**src/rtl/i2ct_pkg.sv**
```systemverilog
package i2ct_pkg;
    typedef enum logic [3:0] {
        ST_IDLE, ST_ADDR, ST_ADDR_ACK, ST_RX_DATA, ST_RX_ACK,
        ST_TX_DATA, ST_TX_MACK, ST_TX_ARA, ST_IGNORE
    } state_t;

    typedef enum logic [1:0] {MD_WRITE, MD_READ, MD_ALERT} mode_t;

    localparam logic [7:0] ALERT_RESP_BYTE = 8'h19;
endpackage

```
**src/rtl/i2ct_sync.sv**
```systemverilog
module i2ct_sync #(
    parameter int STAGES = 2
) (
    input  logic clk,
    input  logic rst_n,
    input  logic scl_i,
    input  logic sda_i,
    output logic scl_s,
    output logic sda_s,
    output logic scl_rise,
    output logic scl_fall,
    output logic sda_chg,
    output logic start_det,
    output logic stop_det
);
    localparam int LINES = 2;

    logic [LINES-1:0] raw;
    logic [LINES-1:0] lvl;
    logic [LINES-1:0] prev;

    assign raw = {scl_i, sda_i};

    for (genvar g = 0; g < LINES; g++) begin : g_line
        logic [STAGES-1:0] chain;
        always_ff @(posedge clk or negedge rst_n) begin
            if (!rst_n) chain <= '1;
            else        chain <= {chain[STAGES-2:0], raw[g]};
        end
        assign lvl[g] = chain[STAGES-1];
    end

    always_ff @(posedge clk or negedge rst_n) begin
        if (!rst_n) prev <= '1;
        else        prev <= lvl;
    end

    assign scl_s     = lvl[1];
    assign sda_s     = lvl[0];
    assign scl_rise  = lvl[1] & ~prev[1];
    assign scl_fall  = ~lvl[1] & prev[1];
    assign sda_chg   = lvl[0] ^ prev[0];
    assign start_det = lvl[1] & prev[1] & prev[0] & ~lvl[0];
    assign stop_det  = lvl[1] & prev[1] & ~prev[0] & lvl[0];
endmodule

```
**src/rtl/i2ct_idle_timer.sv**
```systemverilog
module i2ct_idle_timer #(
    parameter int unsigned LIMIT = 5000000
) (
    input  logic clk,
    input  logic rst_n,
    input  logic busy,
    input  logic activity,
    output logic expired
);
    localparam int W = $clog2(LIMIT + 1);

    logic [W-1:0] cnt;

    always_ff @(posedge clk or negedge rst_n) begin
        if (!rst_n)                           cnt <= '0;
        else if (!busy || activity || expired) cnt <= '0;
        else                                  cnt <= cnt + 1'b1;
    end

    assign expired = (cnt == W'(LIMIT));
endmodule

```
**src/rtl/i2c_alert_target.sv**
```systemverilog
module i2c_alert_target
    import i2ct_pkg::*;
#(
    parameter logic [6:0]  ADDR        = 7'h48,
    parameter int unsigned CLK_HZ      = 200000000,
    parameter int unsigned TIMEOUT_MS  = 25,
    parameter int          SYNC_STAGES = 2
) (
    input  logic       clk,
    input  logic       rst_n,
    input  logic       scl_i,
    input  logic       sda_i,
    output logic       sda_oe,
    output logic       wr_valid,
    output logic [7:0] wr_data,
    output logic       rd_req,
    input  logic [7:0] rd_data,
    input  logic       alert_latched,
    input  logic       alert_status,
    output logic       alert_won
);
    localparam int unsigned TO_CYC = CLK_HZ / 1000 * TIMEOUT_MS;
    localparam int          BITS   = 8;
    localparam int          CNT_W  = $clog2(BITS + 1);
    localparam logic [CNT_W-1:0] LAST_BIT = CNT_W'(BITS - 1);
    localparam logic [CNT_W-1:0] ALL_BITS = CNT_W'(BITS);

    logic scl_s, sda_s, scl_rise, scl_fall, sda_chg, start_det, stop_det;
    logic to_hit;

    state_t state, nxt;
    mode_t  mode_q;
    logic [CNT_W-1:0] bit_cnt;
    logic [7:0] shreg, txbyte, rx_byte;
    logic ack_seen, sda_oe_q;
    logic own_hit, ara_hit, byte_end, arb_lost;

    i2ct_sync #(.STAGES(SYNC_STAGES)) u_sync (
        .clk(clk), .rst_n(rst_n), .scl_i(scl_i), .sda_i(sda_i),
        .scl_s(scl_s), .sda_s(sda_s), .scl_rise(scl_rise), .scl_fall(scl_fall),
        .sda_chg(sda_chg), .start_det(start_det), .stop_det(stop_det)
    );

    i2ct_idle_timer #(.LIMIT(TO_CYC)) u_timer (
        .clk(clk), .rst_n(rst_n), .busy(state != ST_IDLE),
        .activity(scl_rise | scl_fall | sda_chg), .expired(to_hit)
    );

    assign rx_byte  = {shreg[6:0], sda_s};
    assign own_hit  = (rx_byte[7:1] == ADDR);
    assign ara_hit  = (rx_byte == ALERT_RESP_BYTE) && alert_latched;
    assign byte_end = scl_rise && (bit_cnt == LAST_BIT);
    assign arb_lost = scl_rise && txbyte[7] && !sda_s;

    // next-state logic
    always_comb begin
        nxt = state;
        if (to_hit || stop_det) begin
            nxt = ST_IDLE;
        end else if (start_det) begin
            nxt = ST_ADDR;
        end else begin
            unique case (state)
                ST_IDLE:    nxt = ST_IDLE;
                ST_ADDR:    if (byte_end) nxt = (own_hit || ara_hit) ? ST_ADDR_ACK : ST_IGNORE;
                ST_ADDR_ACK: if (scl_fall && ack_seen) begin
                    case (mode_q)
                        MD_READ:  nxt = ST_TX_DATA;
                        MD_ALERT: nxt = ST_TX_ARA;
                        default:  nxt = ST_RX_DATA;
                    endcase
                end
                ST_RX_DATA: if (byte_end) nxt = ST_RX_ACK;
                ST_RX_ACK:  if (scl_fall && ack_seen) nxt = ST_RX_DATA;
                ST_TX_DATA: if (scl_fall && bit_cnt == ALL_BITS) nxt = ST_TX_MACK;
                ST_TX_MACK: begin
                    if (scl_rise && sda_s)          nxt = ST_IGNORE;
                    else if (scl_fall && ack_seen)  nxt = ST_TX_DATA;
                end
                ST_TX_ARA: begin
                    if (arb_lost)                                nxt = ST_IGNORE;
                    else if (scl_fall && bit_cnt == ALL_BITS)    nxt = ST_IGNORE;
                end
                ST_IGNORE:  nxt = ST_IGNORE;
                default:    nxt = ST_IDLE;
            endcase
        end
    end

    // state register
    always_ff @(posedge clk or negedge rst_n) begin
        if (!rst_n) state <= ST_IDLE;
        else        state <= nxt;
    end

    // outputs and datapath
    always_ff @(posedge clk or negedge rst_n) begin
        if (!rst_n) begin
            sda_oe_q  <= 1'b0;
            bit_cnt   <= '0;
            shreg     <= '0;
            txbyte    <= '0;
            ack_seen  <= 1'b0;
            mode_q    <= MD_WRITE;
            wr_valid  <= 1'b0;
            wr_data   <= '0;
            rd_req    <= 1'b0;
            alert_won <= 1'b0;
        end else begin
            wr_valid  <= 1'b0;
            rd_req    <= 1'b0;
            alert_won <= 1'b0;
            if (to_hit || stop_det || start_det) begin
                sda_oe_q <= 1'b0;
                bit_cnt  <= '0;
                ack_seen <= 1'b0;
            end else begin
                unique case (state)
                    ST_ADDR, ST_RX_DATA: if (scl_rise) begin
                        shreg   <= rx_byte;
                        bit_cnt <= bit_cnt + 1'b1;
                        if (byte_end) begin
                            bit_cnt  <= '0;
                            ack_seen <= 1'b0;
                            if (state == ST_ADDR) begin
                                mode_q <= own_hit ? (rx_byte[0] ? MD_READ : MD_WRITE) : MD_ALERT;
                            end else begin
                                wr_valid <= 1'b1;
                                wr_data  <= rx_byte;
                            end
                        end
                    end
                    ST_ADDR_ACK, ST_RX_ACK: begin
                        if (scl_rise) begin
                            ack_seen <= 1'b1;
                        end else if (scl_fall && !ack_seen) begin
                            sda_oe_q <= 1'b1;
                        end else if (scl_fall) begin
                            sda_oe_q <= 1'b0;
                            ack_seen <= 1'b0;
                            bit_cnt  <= '0;
                            if (state == ST_ADDR_ACK && mode_q == MD_READ) begin
                                txbyte   <= rd_data;
                                rd_req   <= 1'b1;
                                sda_oe_q <= !rd_data[7];
                            end else if (state == ST_ADDR_ACK && mode_q == MD_ALERT) begin
                                txbyte   <= {ADDR, alert_status};
                                sda_oe_q <= !ADDR[6];
                            end
                        end
                    end
                    ST_TX_DATA, ST_TX_ARA: begin
                        if (scl_rise) begin
                            bit_cnt <= bit_cnt + 1'b1;
                            if (state == ST_TX_ARA && arb_lost) sda_oe_q <= 1'b0;
                            else if (state == ST_TX_ARA && bit_cnt == LAST_BIT) alert_won <= 1'b1;
                        end else if (scl_fall) begin
                            if (bit_cnt == ALL_BITS) begin
                                sda_oe_q <= 1'b0;
                                ack_seen <= 1'b0;
                            end else begin
                                txbyte   <= {txbyte[6:0], 1'b0};
                                sda_oe_q <= !txbyte[6];
                            end
                        end
                    end
                    ST_TX_MACK: begin
                        if (scl_rise) begin
                            ack_seen <= !sda_s;
                        end else if (scl_fall && ack_seen) begin
                            ack_seen <= 1'b0;
                            bit_cnt  <= '0;
                            txbyte   <= rd_data;
                            rd_req   <= 1'b1;
                            sda_oe_q <= !rd_data[7];
                        end
                    end
                    default: sda_oe_q <= 1'b0;
                endcase
            end
        end
    end

    assign sda_oe = sda_oe_q;

    assert_sda_low_phase_R6: assert property (@(posedge clk) disable iff (!rst_n)
        !$stable(sda_oe_q) |-> (!$past(scl_s) || $past(to_hit)));
    assert_idle_released_R11: assert property (@(posedge clk) disable iff (!rst_n)
        (state == ST_IDLE) |-> !sda_oe_q);
    assert_timeout_idle_R10: assert property (@(posedge clk) disable iff (!rst_n)
        to_hit |=> (state == ST_IDLE));
    assert_wr_pulse_R4: assert property (@(posedge clk) disable iff (!rst_n)
        wr_valid |=> !wr_valid);
    assert_won_pulse_R8: assert property (@(posedge clk) disable iff (!rst_n)
        alert_won |=> !alert_won);
    assert_lost_silent_R9: assert property (@(posedge clk) disable iff (!rst_n)
        (state == ST_IGNORE) |-> !alert_won);
endmodule

```
**config.mk**
```make
export PLATFORM = sky130hd
export DESIGN_NAME = i2c_alert_target
export DESIGN_NICKNAME = d
export VERILOG_FILES = /design/src/rtl/i2ct_pkg.sv /design/src/rtl/i2ct_sync.sv /design/src/rtl/i2ct_idle_timer.sv /design/src/rtl/i2c_alert_target.sv
export SDC_FILE = /design/constraint.sdc
export NUM_CORES = 1
export LEC_CHECK = 0
export BUFFER_PORTS_ARGS = -buffer_cell sky130_fd_sc_hd__buf_2
export CORE_MARGIN = 5
export CORE_UTILIZATION = 45
export DETAILED_ROUTE_END_ITERATION = 10
export GPL_TIMING_DRIVEN = 0
export SYNTH_ARGS = -nofsm -noshare
export SYNTH_HDL_FRONTEND = slang
export SYNTH_HIERARCHICAL = 1
export SYNTH_SLANG_ARGS = --single-unit
```
**constraint.sdc**
```tcl
create_clock -name clk -period 2.6 [get_ports clk]
set_clock_uncertainty 0.15 [all_clocks]
set_input_delay 0.39 -clock clk [delete_from_list [all_inputs] [get_ports clk]]
set_output_delay 0.39 -clock clk [all_outputs]
set_load 0.02 [all_outputs]
```
==> results.md <==
* Status: finished with violations
* Failing checks: hold timing
* Max-Cap Viols at 0
* Critical R2R Launch: u_timer/cnt[3]$_DFF_PN0_
* Initial Util at between 40% and 50%
* Final worst-path cycle share at 96.96%
* Routed Antenna Nets at 0
* Nature of the critical path endpoint: register
* GPL Wtd Cong at 0.8684
* Post-Synth XOR/XNOR Area at under 10%
* Synth unique cells at 60
* Multiplexer area fraction after synthesis at 7.931%
* Max Transition Viols Final at 0
* Type of the most critical hold path: input pin to asynchronous set/reset pin
* Via count at a little under 3k
* First-pass GRT wire length at 13,760 um
* Cell Pwr Density at 609.9 nW/um^2
* P_leak at 1.791 nW
* Largest family of logic cells by synthesized area: simple AND/OR/NAND/NOR gates
* Top cell type by total area after synthesis: dfrtp_1
* FF+latch count, synth at 67
* Net count, final at 424
* Vias in the first global route at 2,824
* Setup WS pre-CTS at -334.9 ps
* Post-DP HPWL at 5475 um
* Reg2reg path depth at 8
* Fraction of layout cells with a size suffix above 1 at between 20% and 30%
* Final instance area at 4268 um^2
* Via density at 5.628
* Buf/Inv on CP at 1
* Crit Reg-Reg Endpoint: state[1]$_DFFE_PN0P_
* Routed WL per cell at 15.72 um
* Post-synth EDFFs at 0
* Seq/Total Area, Yosys at 45.81%
* Fraction of registers with async set/reset at 100.0%
* Synth Area in Adders at 2.383%
* Routed wire length at 8065 um
* Drt first pass iters at 5
* Top cells by area, synth: dfrtp_1 (42%), mux2_2 (7.7%), dfstp_2 (4.3%)
* YS warnings at 6
* Post-synth top flop: dfrtp_1
* I/O Buffers at 25
* GR Overflow Total at 0
* Simple-gate portion of the synthesized area at 25.26%
* Register clock-pin slew on the reported worst setup and hold paths at roughly 80 ps
* Syn_nets at between 300 and 400
* Worst path slowest cell: dfrtp_1
* CTS tree: done
* DIE WIDTH at 100.4 um
* DRC errors left at 0
* Multi-input logic area at 1928 um^2
* Actual slew at the worst max-slew pin at 841.8 ps
* FF+latch area at ~1700 um^2
* Root Buffer: clkbuf_8
* # rows at 33
* Yosys top cell area share at 41.52%
* Worst Path Required at 2690 ps
* H-tree depth at 3
* IO Count at 26
* CP max FO at 5
* Hold Vio Cnt, Final at 23
* End-of-flow core utilization at a little over half
* Die height at ~100 um
* Final setup vio count at 0
* Max IR drop VDD at approximately 0.00037 V
* Hold_ws at -20.43 ps
* Syn avg cell area at 10.18 um^2
* Die area at 10,080 um^2
* ANT cells at 0
* Worst path top cell family by delay: simple AND/OR/NAND/NOR gates
* Worst setup path class: register to register
* Synth-to-Final Area Change at 16.10%
* Largest net degree at the start of global routing at 68
* Setup WS post-layout at between 70 and 80 ps
* Initial antenna violation count at 0
* Clk_lat worst skew at about 350 ps
* GRT Util Overall at 17.14%
* Worst slew margin at 43.88%
* Cell Area, Placed at 3941 um^2
* R2r setup slk at 80 ps
* CP Cell Sequence: nor4_1 > nand4_1 > nor4_4 > nor3_4 > buf_4 > nand4b_1 > nand3_4 > mux2_2
* Data arrival, critical path at 2610 ps
* Cts bufs inserted at 9
* Iteration-0 DRC Markers at approximately 130
* Post-synthesis compound-gate area fraction at a little under an eighth
* Mapped Area at 3676 um^2
* Fill count at 750
* Core area at 8093 um^2
* Final min period at approximately 2500 ps
* Clk buf depth at 2
* CP Launch Type: register
* Fmax at 396.7 MHz
* CP max stage delay at between 400 and 500 ps
* Syn Inst Count at 361
* CTS sink cnt at 67
## kinds of logic after synthesis
kind of cell | after synthesis
AOI/OAI and AO/OA | 63
xor gates and xnor gates | 14
adders and majority gates | 7
buffers and inverters | 33
DFF | 67
muxes | 26
and+or+nand+nor | 151
## worst reg2reg max path, cell delays in order (launching register included)
cell      delay, ps
dfrtp_1         440
nor4_1          380
nand4_1         250
nor4_4          350
nor3_4           90
buf_4           170
nand4b_1        160
nand3_4         120
mux2_2          290
## worst max path at each step
| stage | cells past startpoint | to | startpoint | slack [ps] |
|---|---|---|---|---|
| floorplan | 9 | shreg[0]$_DFFE_PN0P_ | u_timer/cnt[10]$_DFF_PN0_ | 90 |
| global placement | 11 | state[1]$_DFFE_PN0P_ | u_timer/cnt[0]$_DFF_PN0_ | -310 |
| detailed placement | 11 | state[1]$_DFFE_PN0P_ | u_timer/cnt[0]$_DFF_PN0_ | -330 |
| CTS | 9 | state[1]$_DFFE_PN0P_ | u_timer/cnt[3]$_DFF_PN0_ | 4 |
| global route | 11 | state[1]$_DFFE_PN0P_ | u_timer/cnt[0]$_DFF_PN0_ | -8 |
| finish | 8 | state[1]$_DFFE_PN0P_ | u_timer/cnt[3]$_DFF_PN0_ | 80 |
## cell type report
cell class | count | area share, %
multi-input cells | 261 | 45.18
flip-flops and latches | 67 | 39.46
repair buffers | 32 | 4.339
well taps | 105 | 3.078
clock buffers | 10 | 2.990
plain buffers | 14 | 1.818
inverters | 18 | 1.583
clock inverters | 6 | 1.554
## report_power, final
| group | switching, W | internal [W] |
|---|---|---|
| Combinational | 0.000273 | 0.000218 |
| Clock | 0.000432 | 0.000445 |
| Sequential | 0.0000944 | 0.00114 |
## Yosys cell counts (2+ instances only)
library cell and number:
nor4bb_1 2, clkbuf_1 6, o22ai_1 4, nor3_2 2, nand3_1 16, nor3_4 2
nor2b_1 6, buf_2 7, nand2_1 25, o21ai_0 19, dfstp_2 6, nand4_1 9
and3_1 4, a21oi_1 16, nor3_1 6, buf_6 2, inv_1 17, and4_1 2
a32oi_1 3, nor2_1 27, ha_1 7, xor2_1 4, dfrtp_1 61, mux2_2 25
or4_1 2, nor4_1 11, xnor2_1 10, or3_1 7, a22o_1 6, nand3_2 3
and2_1 2, and4b_1 4, nor4b_1 2, nand4b_1 5, a21oi_2 3, nand2b_1 4
## cells in the final DEF (no fill, tap or decap), drive strengths merged, types with 5 or more instances in the layout
cell type / Yosys / layout
nand2: 26 / 26
nor2b: 7 / 7
clkinv: 0 / 5
nand3: 20 / 20
xnor2: 10 / 10
clkbuf: 6 / 16
nor4: 11 / 11
a22o: 6 / 6
a21oi: 19 / 19
nand4: 10 / 10
inv: 18 / 18
mux2: 25 / 25
nand4b: 5 / 5
dfrtp: 61 / 61
o21ai: 20 / 20
nor2: 28 / 28
or3: 8 / 8
nor3: 10 / 10
dfstp: 6 / 6
buf: 9 / 38
ha: 7 / 7
## repair_timing
action / in CTS / in global routing
hold buffers: 2 / 0
buffers inserted: 3 / 2
pin swaps: 3 / 5
gates resized for setup: 6 / 12
endpoints found under the setup margin: 31 / 44
hold endpoints to repair: 2 / 0
## stage by stage
stage	setup TNS, ps	cells	power [W]
after floorplan	0	361	0.001579
after global placement	-7003	491	0.001709
after detailed placement	-7940	491	0.001715
after CTS	0	512	0.002612
after global routing	-8.023	513	0.002743
final	0	513	0.002603
## sequential cells by signal (all words and copies together), names as in the netlist
signal / flops
ack_seen: 1
state: 4
alert_won: 1
u_timer/cnt: 23
txbyte: 8
shreg: 7
u_sync/prev: 2
mode_q: 2
wr_valid: 1
u_sync/g_line.chain: 4
sda_oe: 1
bit_cnt: 4
rd_req: 1
wr_data: 8
## routing by layer
| metal | up-vias | global-route usage, % | wire length, um |
|---|---|---|---|
| li1 | 1402 | - | - |
| met1 | 1389 | 23.10 | 3750 |
| met2 | 78 | 26.20 | 3713 |
| met3 | 18 | 3.197 | 423 |
| met5 | - | 0 | 0 |
| met4 | 0 | 9.016 | 178 |
Power figures use the tool's default switching activity.
